[src/rtl/phr_pkg.sv]
package phr_pkg;

    localparam int BYTE_W = 8;
    localparam int SEL_W  = 2;

    typedef enum logic [SEL_W-1:0] {
        SEL_DATA = 2'd0,
        SEL_STAT = 2'd1,
        SEL_PINS = 2'd2,
        SEL_NONE = 2'd3
    } reg_sel_e;

    typedef struct packed {
        logic [3:0] zero;
        logic       ack_act;
        logic       busy;
        logic       ovr;
        logic       pend;
    } stat_t;

    function automatic logic [BYTE_W-1:0] make_stat(input logic pend, input logic ovr,
                                                    input logic busy, input logic ack_act);
        stat_t s;
        s.zero    = '0;
        s.ack_act = ack_act;
        s.busy    = busy;
        s.ovr     = ovr;
        s.pend    = pend;
        return s;
    endfunction

endpackage

[src/rtl/phr_sync_edge.sv]
module phr_sync_edge #(
    parameter int STAGES = 2,
    parameter int W      = 8
) (
    input  logic         clk,
    input  logic         rst,
    input  logic         stb_n_in,
    input  logic [W-1:0] data_in,
    output logic         stb_rise,
    output logic [W-1:0] data_out
);
    logic [STAGES-1:0] stb_sr;
    logic [W-1:0]      dat_sr [STAGES];
    logic              stb_prev;

    always_ff @(posedge clk) begin
        if (rst) begin
            stb_sr   <= '1;
            stb_prev <= 1'b1;
            for (int i = 0; i < STAGES; i++) dat_sr[i] <= '0;
        end else begin
            stb_sr[0] <= stb_n_in;
            dat_sr[0] <= data_in;
            for (int i = 1; i < STAGES; i++) begin
                stb_sr[i] <= stb_sr[i-1];
                dat_sr[i] <= dat_sr[i-1];
            end
            stb_prev <= stb_sr[STAGES-1];
        end
    end

    assign stb_rise = stb_sr[STAGES-1] & ~stb_prev;
    assign data_out = dat_sr[STAGES-1];

endmodule

[src/rtl/phr_ack_timer.sv]
module phr_ack_timer #(
    parameter int CYCLES = 80
) (
    input  logic clk,
    input  logic rst,
    input  logic start,
    output logic active,
    output logic last
);
    generate
        if (CYCLES <= 1) begin : g_single
            always_ff @(posedge clk) begin
                if (rst) active <= 1'b0;
                else     active <= start;
            end
            assign last = active;
        end else begin : g_count
            localparam int CW = $clog2(CYCLES);
            logic [CW-1:0] cnt;
            always_ff @(posedge clk) begin
                if (rst) begin
                    active <= 1'b0;
                    cnt    <= '0;
                end else if (start) begin
                    active <= 1'b1;
                    cnt    <= CW'(CYCLES - 1);
                end else if (active) begin
                    if (cnt == '0) active <= 1'b0;
                    else           cnt    <= cnt - 1'b1;
                end
            end
            assign last = active && (cnt == '0);
        end
    endgenerate

endmodule

[src/rtl/phr_rx_ctrl.sv]
module phr_rx_ctrl
    import phr_pkg::*;
(
    input  logic              clk,
    input  logic              rst,
    input  logic              stb_rise,
    input  logic [BYTE_W-1:0] pin_data,
    input  logic              cpu_cs,
    input  logic              cpu_rd,
    input  logic [SEL_W-1:0]  cpu_addr,
    input  logic              ack_active,
    input  logic              ack_last,
    output logic              start_ack,
    output logic              busy,
    output logic              irq,
    output logic [BYTE_W-1:0] rdata
);
    reg_sel_e          sel;
    logic              access, rd_data, rd_stat;
    logic              take, clash;
    logic              busy_q, pend_q, ovr_q;
    logic [BYTE_W-1:0] byte_q, rdata_q, rd_mux;

    assign sel     = reg_sel_e'(cpu_addr);
    assign access  = cpu_cs & cpu_rd;
    assign rd_data = access && (sel == SEL_DATA);
    assign rd_stat = access && (sel == SEL_STAT);
    assign take    = stb_rise & ~busy_q;
    assign clash   = stb_rise &  busy_q;
    assign start_ack = rd_data & pend_q;

    always_comb begin
        unique case (sel)
            SEL_DATA: rd_mux = byte_q;
            SEL_STAT: rd_mux = make_stat(pend_q, ovr_q, busy_q, ack_active);
            SEL_PINS: rd_mux = pin_data;
            default:  rd_mux = '0;
        endcase
    end

    always_ff @(posedge clk) begin
        if (rst) begin
            busy_q  <= 1'b0;
            pend_q  <= 1'b0;
            ovr_q   <= 1'b0;
            byte_q  <= '0;
            rdata_q <= '0;
        end else begin
            if (take) begin
                byte_q <= pin_data;
                pend_q <= 1'b1;
            end else if (start_ack) begin
                pend_q <= 1'b0;
            end
            if (take)          busy_q <= 1'b1;
            else if (ack_last) busy_q <= 1'b0;
            if (clash)         ovr_q <= 1'b1;
            else if (rd_stat)  ovr_q <= 1'b0;
            if (access)        rdata_q <= rd_mux;
        end
    end

    assign busy  = busy_q;
    assign irq   = pend_q;
    assign rdata = rdata_q;

    assert_capture_R2: assert property (@(posedge clk) disable iff (rst)
        (stb_rise && !busy_q) |=> (busy_q && pend_q && byte_q == $past(pin_data)));

    assert_overrun_keeps_byte_R6: assert property (@(posedge clk) disable iff (rst)
        (stb_rise && busy_q) |=> (ovr_q && $stable(byte_q)));

    assert_irq_clear_on_read_R4: assert property (@(posedge clk) disable iff (rst)
        (rd_data && pend_q) |=> !pend_q);

    assert_idle_read_no_effect_R8: assert property (@(posedge clk) disable iff (rst)
        (rd_data && !pend_q && !stb_rise) |=> !pend_q);

endmodule

[src/rtl/par_host_rx.sv]
module par_host_rx #(
    parameter int SYNC_STAGES = 2,
    parameter int ACK_CYCLES  = 80
) (
    input  logic       clk,
    input  logic       rst,
    input  logic       host_stb_n,
    input  logic [7:0] host_data,
    output logic       host_busy,
    output logic       host_ack_n,
    output logic       cpu_irq,
    input  logic       cpu_cs,
    input  logic       cpu_rd,
    input  logic [1:0] cpu_addr,
    output logic [7:0] cpu_rdata
);
    import phr_pkg::*;

    logic              stb_rise;
    logic [BYTE_W-1:0] pin_data;
    logic              start_ack, ack_active, ack_last;

    phr_sync_edge #(.STAGES(SYNC_STAGES), .W(BYTE_W)) u_sync (
        .clk      (clk),
        .rst      (rst),
        .stb_n_in (host_stb_n),
        .data_in  (host_data),
        .stb_rise (stb_rise),
        .data_out (pin_data)
    );

    phr_rx_ctrl u_ctrl (
        .clk        (clk),
        .rst        (rst),
        .stb_rise   (stb_rise),
        .pin_data   (pin_data),
        .cpu_cs     (cpu_cs),
        .cpu_rd     (cpu_rd),
        .cpu_addr   (cpu_addr),
        .ack_active (ack_active),
        .ack_last   (ack_last),
        .start_ack  (start_ack),
        .busy       (host_busy),
        .irq        (cpu_irq),
        .rdata      (cpu_rdata)
    );

    phr_ack_timer #(.CYCLES(ACK_CYCLES)) u_ack (
        .clk    (clk),
        .rst    (rst),
        .start  (start_ack),
        .active (ack_active),
        .last   (ack_last)
    );

    assign host_ack_n = ~ack_active;

    assert_ack_starts_R4: assert property (@(posedge clk) disable iff (rst)
        start_ack |=> !host_ack_n);

    assert_busy_falls_with_ack_R5: assert property (@(posedge clk) disable iff (rst)
        $fell(host_busy) |-> $rose(host_ack_n));

    assert_ack_within_busy_R10: assert property (@(posedge clk) disable iff (rst)
        !host_ack_n |-> host_busy);

    assert_irq_within_busy_R10: assert property (@(posedge clk) disable iff (rst)
        cpu_irq |-> host_busy);

endmodule

[config.mk]
export PLATFORM = sky130hd
export DESIGN_NAME = par_host_rx
export DESIGN_NICKNAME = d
export VERILOG_FILES = /design/src/rtl/phr_pkg.sv /design/src/rtl/phr_sync_edge.sv /design/src/rtl/phr_ack_timer.sv /design/src/rtl/phr_rx_ctrl.sv /design/src/rtl/par_host_rx.sv
export SDC_FILE = /design/constraint.sdc
export NUM_CORES = 1
export LEC_CHECK = 0
export ABC_AREA = 0
export BUFFER_PORTS_ARGS = -buffer_cell sky130_fd_sc_hd__buf_2
export CAP_MARGIN = 10
export CORE_MARGIN = 3
export CORE_UTILIZATION = 59
export CTS_CLUSTER_DIAMETER = 150
export DETAILED_ROUTE_END_ITERATION = 10
export GPL_TIMING_DRIVEN = 0
export HOLD_SLACK_MARGIN = 0.02
export PLACE_DENSITY = 0.82
export SETUP_SLACK_MARGIN = 0.3
export SYNTH_ARGS = -nofsm -noshare
export SYNTH_HDL_FRONTEND = slang
export SYNTH_SLANG_ARGS = --single-unit
[constraint.sdc]
create_clock -name clk -period 3.7 [get_ports clk]
set_input_delay 0.185 -clock clk [delete_from_list [all_inputs] [get_ports clk]]
set_output_delay 0.185 -clock clk [all_outputs]
set_load 0.05 [all_outputs]
==> flow_metrics.tcl <==
set metrics [dict create \
    status "completed" \
    hold_depth 2 \
    maxCapViolations 0 \
    setup-tns-final_ns 0 \
    overflow 0 \
    p_leak_nw 0.774 \
    die_h_um 60.0 \
    cp_max_fo 6 \
    layoutNonFillerInstCount 236 \
    synth_area_leaders "dfxtp_1 54%, mux2i_1 7.0%, nor2b_1 6.2%" \
    synth_nets 191 \
    num_io_pins 26 \
    ant_nets 0 \
    port_buffers 23 \
    dieArea_um2 3600 \
    clk_pin_slew_worst_paths_ns 0.12 \
    cts_buffer_depth 2 \
    synth_edf_count 0 \
    arrival_ns 1.94 \
    met1_length_um 1300 \
    irDropWorstVdd_mv 0.420 \
    timing.slew.headroom_pct 68.4 \
    place_inst 227 \
    cts_root_buffer "clkbuf_4" \
    yosysWarnings 0 \
    crit_buf_inv 0 \
    antenna_found_initial 0 \
    worst_ep_required_time_ns 3.98 \
    wl_met3_um 152 \
    ys_types 34 \
    path_delay_family "simple AND/OR/NAND/NOR gates" \
    p_per_area_nw_per_um2 421 \
    drive_above_1_share_pct 19.9 \
    cts.sink_count 46 \
    seq_area_frac_synth_pct 53.6 \
    synthArstFlopShare_pct 0 \
    syn_avg_cell_area_um2 9.87 \
    routedWlPerCell_um 13.4 \
    start_util_pct 65.8 \
    timing.hold.ws_ns 0.0375 \
    ff2ff_path_depth 3 \
    timing.fmax_mhz 603 \
    fin_crit_ns 1.66 \
    nets 222 \
    dr_wl_met2_um 1630 \
    cp-start-kind "flip-flop" \
    highest_layer "met4" \
    diodes 0 \
    worst-path-stages 3 \
    critPathKind "flip-flop to flip-flop" \
    tritoncts.num_buffers 5 \
    synthCells 174 \
    area_growth_syn_to_layout_pct 13.0 \
    vias 1319 \
    clock_skew_ns 0.00643 \
    finalWirelength_um 3150 \
    slew_violations 0 \
    cts_tree "done" \
    firstDrtPassIters 4 \
    yosysTopAreaCell "dfxtp_1" \
    first_global_vias 1256 \
    viasPerCell 5.59 \
    dp_hpwl_um 2380 \
    worst_slew_pin_slew_ns 0.475 \
    final_common_cell "dfxtp_1" \
    cts_resized 0 \
    setup_viol 0 \
    hold_violations 0 \
    synth_top_area_share_pct 53.6 \
    htreeDepth 2 \
    syn_area_um2 1720 \
    crit_path_top_delay_cell "or4_4" \
    die_w_um 60.0 \
    drc 0 \
    coreArea_um2 2610 \
    grt_start_max_net_pins 14 \
    drt_iter0_markers 73 \
    timing.final.crit_share_pct 44.8 \
    crit_chain "or4_4, or4_1, a31oi_1" \
    rsz0062_at_grt "false" \
    place.gp.congestion 0.843 \
    rows 18 \
    grt_pass1_wl_um 5220 \
    cp-end-kind "flip-flop" \
    clk_latency_ns 0.35 \
    hold_class "primary input to flip-flop" \
    postCtsSetupBuffers 0 \
    synth-seq-cells 46 \
    ys.flop_type "dfxtp_1" \
    critical_path.max_stage_delay_ns 0.58 \
    grt_usage_pct 19.5 \
    final_cell_mix "46 x dfxtp_1, 26 x nor2_1, 24 x buf_2, 17 x nor2b_1, 12 x mux2i_1" \
]
[metrics by stage]
step	total power, W	util [%]	setup slack (ns)	instance area (um^2)
6_report	0.000816	74.3	2.04	1940
5_1_grt	0.000850	74.3	1.98	1940
4_1_cts	0.000822	74.3	2.04	1940
3_5_place_dp	0.000589	71.6	2.06	1870
3_3_place_gp	0.000586	71.6	2.09	1870
2_1_floorplan	0.000570	-	2.14	1720
[final timing paths]
check	startpoint	endpoint	slack [ns]
worst max-delay path	u_ack.g_count.cnt[5]	u_ack.g_count.cnt[6]	2.04
worst min-delay path	host_data[4]	u_sync.dat_sr[0][4]	0.04
worst max register to register	u_ack.g_count.cnt[5]	u_ack.g_count.cnt[6]	2.04
worst min register to register	u_sync.stb_sr[0]	u_sync.stb_sr[1]	0.44
[flip-flops by register name, indices dropped and copies added (netlist names)]
register	count
u_ctrl.rdata	8
u_sync.stb_prev	1
u_ack.g_count.cnt	7
u_ack.active	1
u_ctrl.ovr_q	1
u_sync.dat_sr	16
u_sync.stb_sr	2
u_ctrl.byte_q	8
u_ctrl.irq	1
u_ctrl.busy	1
[routing by layer]
metal	GRT usage, %	vias to the layer above
li1	-	655
met1	20.3	619
met2	35.6	35
met3	6.26	10
met4	7.91	0
met5	0	-
[cells by family after synthesis]
group	count (synthesis)	synth area share, %
XOR/XNOR	4	2.04
buffers and inverters	12	2.69
AND/OR/NAND/NOR	72	22.1
multiplexers	16	9.61
adder cells (fa/ha/maj)	2	1.46
AO/OA/AOI/OAI	22	8.52
flip-flops	46	53.6
[synthesized netlist by cell type, drive strengths merged, types with 2 or more instances]
master	n
nor3b	2
nor2b	17
xnor2	3
nor2	26
buf	2
inv	3
ha	2
mux2i	12
a22oi	4
nor3	9
clkbuf	7
nand2	4
nand2b	2
a21oi	5
or4	2
mux2	4
a211oi	4
dfxtp	46
a31oi	2
or2	4
o21ai	4
[where the power goes]
part | total (W) | leakage, nW | internal, W | switching (W)
registers | 0.000515 | 0.376 | 0.000509 | 0.00000584
logic | 0.0000631 | 0.363 | 0.0000238 | 0.0000393
clock network | 0.000238 | 0.0353 | 0.0000922 | 0.000146
total | 0.000816 | 0.774 | 0.000625 | 0.000191
[final cells by class]
type                            count  area [um^2]
Multi-Input combinational cell    116          751
Inverter                            3         11.3
Fill cell                         205          672
Timing Repair Buffer               24          125
Sequential cell                    46          921
Buffer                              9         35.0
Tap cell                           30         37.5
Clock inverter                      1         5.00
Clock buffer                        7         55.1
[what timing repair did]
| item | CTS | global route |
|---|---|---|
| endpoints found under the hold margin | 1 | 0 |
| hold buffers | 1 | 0 |
| setup endpoints to repair | 0 | 0 |
Power figures use the tool's default switching activity.
